## src/rtl/prio_irq_ctrl.sv

```systemverilog
module prio_irq_ctrl #(
  parameter int NSRC = 32,
  parameter int PW   = 3,
  parameter int AW   = 9
) (
  input  logic            clk,
  input  logic            rst_n,
  input  logic [NSRC-1:0] src_in,
  input  logic            wr_en,
  input  logic            rd_en,
  input  logic [AW-1:0]   addr,
  input  logic [31:0]     wdata,
  output logic [31:0]     rdata,
  output logic            irq_n
);
  localparam int IW   = $clog2(NSRC);
  localparam int NLVL = 1 << PW;
  localparam logic [AW-1:0] OFF_RAW  = AW'(12'h100);
  localparam logic [AW-1:0] OFF_ACT  = AW'(12'h104);
  localparam logic [AW-1:0] OFF_MSK  = AW'(12'h108);
  localparam logic [AW-1:0] OFF_VEC  = AW'(12'h10C);
  localparam logic [AW-1:0] OFF_CUR  = AW'(12'h110);
  localparam logic [AW-1:0] OFF_EN   = AW'(12'h114);
  localparam logic [AW-1:0] OFF_SET  = AW'(12'h120);
  localparam logic [AW-1:0] OFF_CLR  = AW'(12'h124);
  localparam logic [AW-1:0] OFF_EOS  = AW'(12'h130);
  localparam logic [AW-1:0] CTRL_END = AW'(NSRC * 4);

  logic [1:0]      typ [NSRC];
  logic [PW-1:0]   pri [NSRC];
  logic [NSRC-1:0] en_q, src_q, edge_q, edge_nx, edge_set, pend, mpend, elig;
  logic [NLVL-1:0] isr_q, isr_nx;
  logic [IW-1:0]   cur_q, win, cidx;
  logic [PW-1:0]   top, best;
  logic            busy, any_elig, ack, eos, ctrl_hit, irq_q;

  assign cidx     = addr[IW+1:2];
  assign ctrl_hit = (addr < CTRL_END) && (addr[1:0] == 2'b00);
  assign ack      = rd_en && (addr == OFF_VEC) && any_elig;
  assign eos      = wr_en && (addr == OFF_EOS);
  assign busy     = |isr_q;
  assign mpend    = pend & en_q;
  assign irq_n    = irq_q;

  always_comb begin
    top = '0;
    for (int l = 0; l < NLVL; l++) if (isr_q[l]) top = PW'(l);
  end

  for (genvar g = 0; g < NSRC; g++) begin : g_src
    assign pend[g]     = typ[g][1] ? edge_q[g] : (typ[g][0] ? src_in[g] : ~src_in[g]);
    assign edge_set[g] = (typ[g] == 2'b11) ? (src_in[g] & ~src_q[g]) :
                         (typ[g] == 2'b10) ? (~src_in[g] & src_q[g]) : 1'b0;
    assign elig[g]     = mpend[g] && (!busy || pri[g] > top);
  end

  always_comb begin
    any_elig = 1'b0;
    win      = '0;
    best     = '0;
    for (int i = NSRC - 1; i >= 0; i--) begin
      if (elig[i] && (!any_elig || pri[i] >= best)) begin
        any_elig = 1'b1;
        best     = pri[i];
        win      = IW'(i);
      end
    end
  end

  always_comb begin
    isr_nx = isr_q;
    if (eos && busy) isr_nx[top] = 1'b0;
    if (ack) isr_nx[pri[win]] = 1'b1;
    for (int i = 0; i < NSRC; i++) begin
      edge_nx[i] = edge_q[i];
      if (ack && win == IW'(i)) edge_nx[i] = 1'b0;
      if (wr_en && ctrl_hit && cidx == IW'(i)) edge_nx[i] = 1'b0;
      if (edge_set[i]) edge_nx[i] = 1'b1;
    end
  end

  always_ff @(posedge clk) begin
    if (!rst_n) begin
      en_q   <= '0;
      src_q  <= '0;
      edge_q <= '0;
      isr_q  <= '0;
      cur_q  <= '0;
      irq_q  <= 1'b1;
      for (int i = 0; i < NSRC; i++) begin
        typ[i] <= '0;
        pri[i] <= '0;
      end
    end else begin
      src_q  <= src_in;
      edge_q <= edge_nx;
      isr_q  <= isr_nx;
      irq_q  <= ack ? 1'b1 : ~any_elig;
      if (ack) cur_q <= win;
      if (wr_en && addr == OFF_SET) en_q <= en_q | wdata[NSRC-1:0];
      if (wr_en && addr == OFF_CLR) en_q <= en_q & ~wdata[NSRC-1:0];
      for (int i = 0; i < NSRC; i++) begin
        if (wr_en && ctrl_hit && cidx == IW'(i)) begin
          typ[i] <= wdata[7:6];
          pri[i] <= wdata[PW-1:0];
        end
      end
    end
  end

  always_comb begin
    rdata = '0;
    if (ctrl_hit) begin
      rdata[7:6]    = typ[cidx];
      rdata[PW-1:0] = pri[cidx];
    end else begin
      case (addr)
        OFF_RAW: rdata[NSRC-1:0] = src_in;
        OFF_ACT: rdata[NSRC-1:0] = pend;
        OFF_MSK: rdata[NSRC-1:0] = mpend;
        OFF_VEC: if (any_elig) rdata[IW+1:0] = {win, 2'b00};
        OFF_CUR: rdata[IW-1:0]   = cur_q;
        OFF_EN:  rdata[NSRC-1:0] = en_q;
        default: rdata = '0;
      endcase
    end
  end
endmodule


```

## config.mk

```make
export PLATFORM = sky130hd
export DESIGN_NAME = prio_irq_ctrl
export DESIGN_NICKNAME = d
export VERILOG_FILES = /design/src/rtl/prio_irq_ctrl.sv
export SDC_FILE = /design/constraint.sdc
export NUM_CORES = 1
export LEC_CHECK = 0
export ABC_CLOCK_PERIOD_IN_PS = 88900
export BUFFER_PORTS_ARGS = -buffer_cell sky130_fd_sc_hd__buf_2
export CAP_MARGIN = 40
export CORE_ASPECT_RATIO = 0.6
export CORE_MARGIN = 8
export CORE_UTILIZATION = 55
export CTS_BUF_LIST = sky130_fd_sc_hd__clkbuf_8 sky130_fd_sc_hd__clkbuf_16
export CTS_CLUSTER_DIAMETER = 30
export CTS_CLUSTER_SIZE = 10
export DETAILED_ROUTE_END_ITERATION = 10
export MAX_ROUTING_LAYER = met4
export PLACE_DENSITY = 0.73
export SKIP_LAST_GASP = 1
export SLEW_MARGIN = 20
export SYNTH_ARGS = -nofsm -noshare
export SYNTH_HDL_FRONTEND = slang
export SYNTH_SLANG_ARGS = --single-unit
```

## constraint.sdc

```tcl
create_clock -name clk -period 88.9 [get_ports clk]
set_clock_uncertainty 0.1 [all_clocks]
set_input_delay 13.335 -clock clk [delete_from_list [all_inputs] [get_ports clk]]
set_output_delay 13.335 -clock clk [all_outputs]
set_load 0.01 [all_outputs]
```

# Word-level counts from Yosys, hierarchy flattened
# Memory sizes are Yosys's and may differ from the RTL's.
# Index checks and enable logic that the tools add are counted.
[op_classes]
bitwise = 201
n_eq_ne = 135
n_reduce_logical = 270
n_mux = 503
magnitude_cmp = 68
[ops]
columns = ["operator", "n"]
rows = [
  ["1-bit 2-to-1 mux", 356],
  ["3-bit 2-to-1 mux", 70],
  ["5-bit == test, second input constant", 32],
  ["5-bit 2-to-1 mux", 32],
  ["1-bit logical AND", 137],
  ["2-bit == test, second input constant", 64],
  ["25-bit one-hot mux with 4 select lines", 1],
  ["3-bit greater-than comparator", 32],
  ["3-bit nonzero test", 32],
  ["3-bit >= comparator", 31],
  ["9-bit == test, second input constant", 9],
  ["5-bit by 4-bit == test with 1-bit output, second input constant", 16],
  ["2-bit 2-to-1 mux", 34],
  ["1-bit inverter", 66],
  ["1-bit bitwise AND", 64],
  ["32-bit bitwise AND", 2],
  ["32-bit 2-to-1 mux", 2],
  ["1-bit bitwise OR", 64],
  ["1-bit logical OR", 63],
  ["5-bit by 3-bit == test with 1-bit output, second input constant", 8],
  ["1-bit zero test", 32],
  ["32-bit inverter", 1],
  ["32-bit bitwise OR", 1],
  ["5-bit one-hot mux with 6 select lines", 1],
  ["other kinds (18)", 27],
]
[totals]
input_bits = 77
mem_count = 2
mem_bits_rw = 160
word_cells = 1216
register_bits = 110
out_inout_bits = 33
[mem_list]
columns = ["memory", "depth", "word_bits", "rd", "rd_ports_with_merged_regs", "wr", "line_no", "rtl"]
rows = [
  ["pri", 32, 3, 34, 0, 32, "30", "logic [PW-1:0] pri [NSRC];"],
  ["typ", 32, 2, 33, 0, 32, "29", "logic [1:0] typ [NSRC];"],
]

# Depth between registers and ports, before layout
# An unclocked memory read counts as a cell.
[logic_depth]
depth_word = 142
mapped_depth = 250
depth_no_buf = 243

# Worst setup path before layout
# Ideal clock, no wire load.
[synth_path]
path_kind = "input to output"
from = "in src_in[31]"
to = "out rdata[6]"
cell_stages = 225
t_arrival_ps = 57050
path_buffers = 6
setup_slack_ps = 18415
required_time_ps = 75465
cell_sequence = "xor2_1 a211o_1 a21oi_1 and2_1 ha_1 nand2b_1 a21o_1 a211o_1 a21o_1 nand3_1 nand2_1 ha_1 nand2b_1 a21o_1 a21o_1 a211oi_1 or3_1 a31oi_1 [... 189 more ...] mux2_2 ha_1 nand2b_1 a21oi_1 nor2b_1 o31ai_1 mux2_2 ha_1 nand2b_1 a21oi_1 nor2b_1 o31ai_1 nand2_1 nor3_1 nand3_1 nor4_1 nand2_1 nand4_1"
[synth_via]
elab_chain_len = 133
word_cells_on_any_way = 227
classes_between = "order compare (31); mux (100); bitwise (2); reduce/logical (94)"
[synth_rtl]
columns = ["item", "line_no", "rtl"]
rows = [
  ["from (decl)", "8", "input logic [NSRC-1:0] src_in,"],
  ["1-bit inverter", "51", "assign pend[g] = typ[g][1] ? edge_q[g] : (typ[g][0] ? src_in[g] : ~src_in[g]);"],
  ["1-bit 2-to-1 mux * (2 in a row)", "51", ""],
  ["32-bit bitwise AND *", "42", "assign mpend = pend & en_q;"],
  ["1-bit logical AND *", "54", "assign elig[g] = mpend[g] && (!busy || pri[g] > top);"],
  ["3-bit 2-to-1 mux or 1-bit 2-to-1 mux (tied branches)", "62", "if (elig[i] && (!any_elig || pri[i] >= best)) begin"],
  ["3-bit >= comparator or 1-bit zero test (tied branches)", "62", ""],
  ["1-bit logical OR", "62", ""],
  ["1-bit logical AND", "62", ""],
  ["[... 116 more ...]", "n/a", ""],
  ["3-bit 2-to-1 mux or 1-bit 2-to-1 mux (tied branches)", "62", ""],
  ["3-bit >= comparator or 1-bit zero test (tied branches)", "62", ""],
  ["1-bit logical OR", "62", ""],
  ["1-bit logical AND", "62", ""],
  ["5-bit 2-to-1 mux or 1-bit 2-to-1 mux (tied branches)", "62", ""],
  ["7-bit 2-to-1 mux *", "121", "OFF_VEC: if (any_elig) rdata[IW+1:0] = {win, 2'b00};"],
  ["2-bit one-hot mux with 5 select lines *", "117", "case (addr)"],
  ["2-bit 2-to-1 mux *", "113", "if (ctrl_hit) begin"],
  ["to (decl)", "13", "output logic [31:0] rdata,"],
]
# Mark *: on every way between the ends. The rest lies on a longest branch, timed or not.

# Worst setup path after layout
[layout_path]
from = "in src_in[31]"
to = "out rdata[5]"
[layout_via]
elab_chain_len = 133
word_cells_on_any_way = 227
classes_between = "order compare (31); mux (100); bitwise (2); reduce/logical (94)"
[layout_rtl]
columns = ["item", "line_no"]
rows = [
  ["1-bit inverter", "51"],
  ["1-bit 2-to-1 mux * (2 in a row)", "51"],
  ["32-bit bitwise AND *", "42"],
  ["1-bit logical AND *", "54"],
  ["3-bit 2-to-1 mux or 1-bit 2-to-1 mux (tied branches)", "62"],
  ["3-bit >= comparator or 1-bit zero test (tied branches)", "62"],
  ["1-bit logical OR", "62"],
  ["1-bit logical AND", "62"],
  ["[... 116 more ...]", "n/a"],
  ["3-bit 2-to-1 mux or 1-bit 2-to-1 mux (tied branches)", "62"],
  ["3-bit >= comparator or 1-bit zero test (tied branches)", "62"],
  ["1-bit logical OR", "62"],
  ["1-bit logical AND", "62"],
  ["5-bit 2-to-1 mux or 1-bit 2-to-1 mux (tied branches)", "62"],
  ["7-bit 2-to-1 mux *", "121"],
  ["2-bit one-hot mux with 5 select lines *", "117"],
  ["3-bit 2-to-1 mux *", "113"],
]
# Marked as above.

==> metrics <==
Seq cells post-synth 270; cell taking the most area after synthesis sky130_fd_sc_hd__edfxtp_1; number of antenna violations at the first check in global routing 4; PortBufs between 100 and 150; most used cell along the critical path sky130_fd_sc_hd__ha_1; first-pass GRT wire length between 100000 and 150000 um; overall via count from detail_route 22090; worst-case headroom to the max-slew limit a little under a quarter; Worst Reg2Reg Path Length in Cells between 200 and 250; highest-delay cell along the critical path sky130_fd_sc_hd__a221oi_2; P_leak 0.009356 uW; count of pins over their slew limit 0; shortest clock period the worst path allows after layout ~78 ns; number of remaining DRC errors 0; r2r endpoint isr_q[1]$_SDFF_PN0_; share of layout cells above drive strength 1 between 10% and 20%; synthesized net count 2620; critical path's largest stage delay between 0.8 and 0.9 ns; Cell Area, Placed 22470 um^2; number of buffers and inverters on the critical path 9; maximum VDD drop around 0.015 mV; vias per cell slightly above 7; post-synth top area share roughly 23%; clock latency on the worst-skew pair a little under 0.6 ns; count of nets after finishing 2751; TritonCTS clock tree built; per-cell routed wire length 29.04 um; RSZ-0062 raised after global routing no; Top Family by Delay on Critical Path compound AO/OA/AOI/OAI gates; GR Util All Layers roughly 39%; number of buffers inserted to repair setup after CTS 0; Post-synth ARST share 0%; H-Tree Depth 2; initial DRC count between 3000 and 4000; hold-fix buffer count after cts 0; area of all placed cells without fillers roughly 24000 um^2; Clock power frac 49.7%; Int Power 280.8 uW; final routed wirelength across all metal layers 89850 um; classification of the worst-slack hold path flip-flop to flip-flop; primary flip-flop cell chosen by synthesis mapping sky130_fd_sc_hd__edfxtp_1; worst setup path start src_in[31]; required time at the endpoint of the critical path around 75 ns; mean cell area of the mapped netlist between 8 and 9 um^2; Root Buffer sky130_fd_sc_hd__clkbuf_16; number of flops mapped to enable cells by yosys 160; worst reg2reg setup slack ~35 ns; DPL Wire Length between 60000 and 70000 um; number of fill cells in the layout about 3200; critical setup path kind input pin to output pin; proportion of power drawn by flip-flops and latches 39.1%; Antenna Violating Nets Remaining 0; proportion of power drawn by combinational gates 11.2%; post-route fraction of the period consumed by the critical path a little under 90%; layout overhead on the synthesized area 14.48%; capture point of the worst path rdata[5]; fraction of power spent switching nets about 27%; f_max between 10 and 15 MHz; via count of the first global-routing pass approximately 20000; die area about 45000 um^2; width of the die 269.5 um; Sink Count between 200 and 300; yosys synthesis warning count 0; setup TNS 0 ns; effective utilization at floorplan between 50% and 60%; Resize count post-CTS 0; routability-driven placement congestion ratio around 1.0; CP Max Fanout 18; maximum number of pins on one net before global-route repair 69; Worst Max-Slew Pin Slew 1.157 ns; sort of element at the end of the critical path output pin; top-level port count 110; leading cell types by count after synthesis sky130_fd_sc_hd__nor2_1, sky130_fd_sc_hd__nand2_1, sky130_fd_sc_hd__edfxtp_1; CP arrival around 64 ns; core area between 30000 and 40000 um^2; count of endpoints failing hold in the final timing report 0; CP Launch Type input pin; length of the first detailed-routing pass in iterations 9; die height roughly 170 um; final setup vio count 0; remaining global-route overflow 0; reg-to-reg startpoint isr_q[5]$_SDFF_PN0_; number of rows created at floorplan 55; stages on the worst setup path roughly 230; synthesized area ~21000 um^2; Clock Pin Slew Worst Setup and Hold Paths around 0.050 ns; result of the run finished, final reports clean; Inserted Clock Buffers 48; gate count after technology mapping 2409; number of distinct standard cells referenced by the synthesized netlist 111; number of max-cap violations 0; sequential-to-total area share from yosys stat roughly a third; Clock Path Buffers 3; Pwr Density approximately 16 nW/um^2; most frequent cell after synthesis sky130_fd_sc_hd__nor2_1; Synth area leaders sky130_fd_sc_hd__edfxtp_1, sky130_fd_sc_hd__dfxtp_1, sky130_fd_sc_hd__ha_1; switching power ~110 uW
[power by group through the flow]
stage | Sequential [uW] | Clock, uW | Combinational, uW
after global routing | 151 | 196 | 46.4
after global placement | 152 | 0 | 39.5
after CTS | 150 | 191 | 41.5
final | 151 | 192 | 43.5
after floorplan | 146 | 0 | 27.2
after detailed placement | 152 | 0 | 41.1
[cells by family (layout without fill, tap and decap cells)]
kind of cell,count (synthesis),count (layout),synth area share (%)
flip-flops,270,270,33.03
XOR/XNOR,28,28,1.156
AND/OR/NAND/NOR,897,897,20.46
other,0,2,0
multiplexers,79,79,6.778
AO/OA/AOI/OAI,770,770,25.79
adder cells (fa/ha/maj),156,156,8.943
buffers and inverters,209,379,3.840
[cell usage in the layout (no fill, tap or decap), drive strengths merged, types with 13 or more instances in the layout]
master   synthesis  final
a211oi          58     58
a21boi          15     15
a21o            24     24
a21oi          139    139
a221o           29     29
a221oi          24     24
a22oi           14     14
a311oi          14     14
a31o            13     13
a31oi           28     28
and2            56     56
and3            18     18
buf             23    174
clkbuf          75     62
clkinv           0     14
dfxtp          110    110
edfxtp         160    160
ha             134    134
inv            111    122
maj3            22     22
mux2            14     14
mux2i           15     15
mux4            50     50
nand2          229    229
nand2b          44     44
nand3           88     88
nor2           285    285
nor2b           21     21
nor3            34     34
nor3b           31     31
nor4            15     15
o2111ai         26     26
o211ai          56     56
o21a            22     22
o21ai          162    162
o31ai           36     36
or2             25     25
or3             19     19
xor2            23     23
[worst min-delay path, stage by stage, from the launching register on]
cell	delay, ns
sky130_fd_sc_hd__dfxtp_1	0.31
sky130_fd_sc_hd__nand2_1	0.05
sky130_fd_sc_hd__a21oi_1	0.05
[final cells by class]
class | instances | area (um^2) | area share, %
clock inverter | 32 | 344.1 | 1.417
multi-input combinational | 1930 | 13450 | 55.40
antenna | 2 | 5.005 | 0.02061
sequential | 270 | 7007 | 28.86
timing repair buffer | 179 | 1057 | 4.354
inverter | 111 | 416.7 | 1.716
tap | 513 | 641.9 | 2.644
clock buffer | 57 | 1359 | 5.596
[per-stage QoR]
stage / cells / worst slack (ns) / util, % / power (uW) / hold slack [ns]
floorplan: 2409 / 18.41 / - / 173.7 / 0.3316
global placement: 2971 / 13.98 / 59.05 / 191.5 / 0.3434
detailed placement: 2991 / 12.48 / 59.37 / 193.3 / 0.3519
CTS: 3080 / 12.27 / 63.87 / 382.0 / 0.3608
global route: 3094 / 7.090 / 64.15 / 393.8 / 0.3804
finish: 3094 / 11.06 / 64.15 / 386.5 / 0.3607
[worst min path at each step]
stage / from / endpoint / slack (ns) / cells after the start
floorplan: edge_q[30]$_SDFFE_PN0P_ / edge_q[30]$_SDFFE_PN0P_ / 0.33 / 2
detailed placement: cur_q[4]$_SDFFE_PN0P_ / cur_q[4]$_SDFFE_PN0P_ / 0.35 / 2
finish: cur_q[4]$_SDFFE_PN0P_ / cur_q[4]$_SDFFE_PN0P_ / 0.36 / 2
global placement: cur_q[2]$_SDFFE_PN0P_ / cur_q[2]$_SDFFE_PN0P_ / 0.34 / 2
global route: cur_q[4]$_SDFFE_PN0P_ / cur_q[4]$_SDFFE_PN0P_ / 0.38 / 2
CTS: cur_q[4]$_SDFFE_PN0P_ / cur_q[4]$_SDFFE_PN0P_ / 0.36 / 2
[layer usage]
layer	GRT usage, %	up-vias	part of all wire, %
li1	-	9506	-
met1	55.00	10490	42
met2	48.27	1837	36
met3	18.85	258	19
met4	10.53	0	2.8
met5	-	-	0
Note: power is estimated with default switching activity, not from simulation.
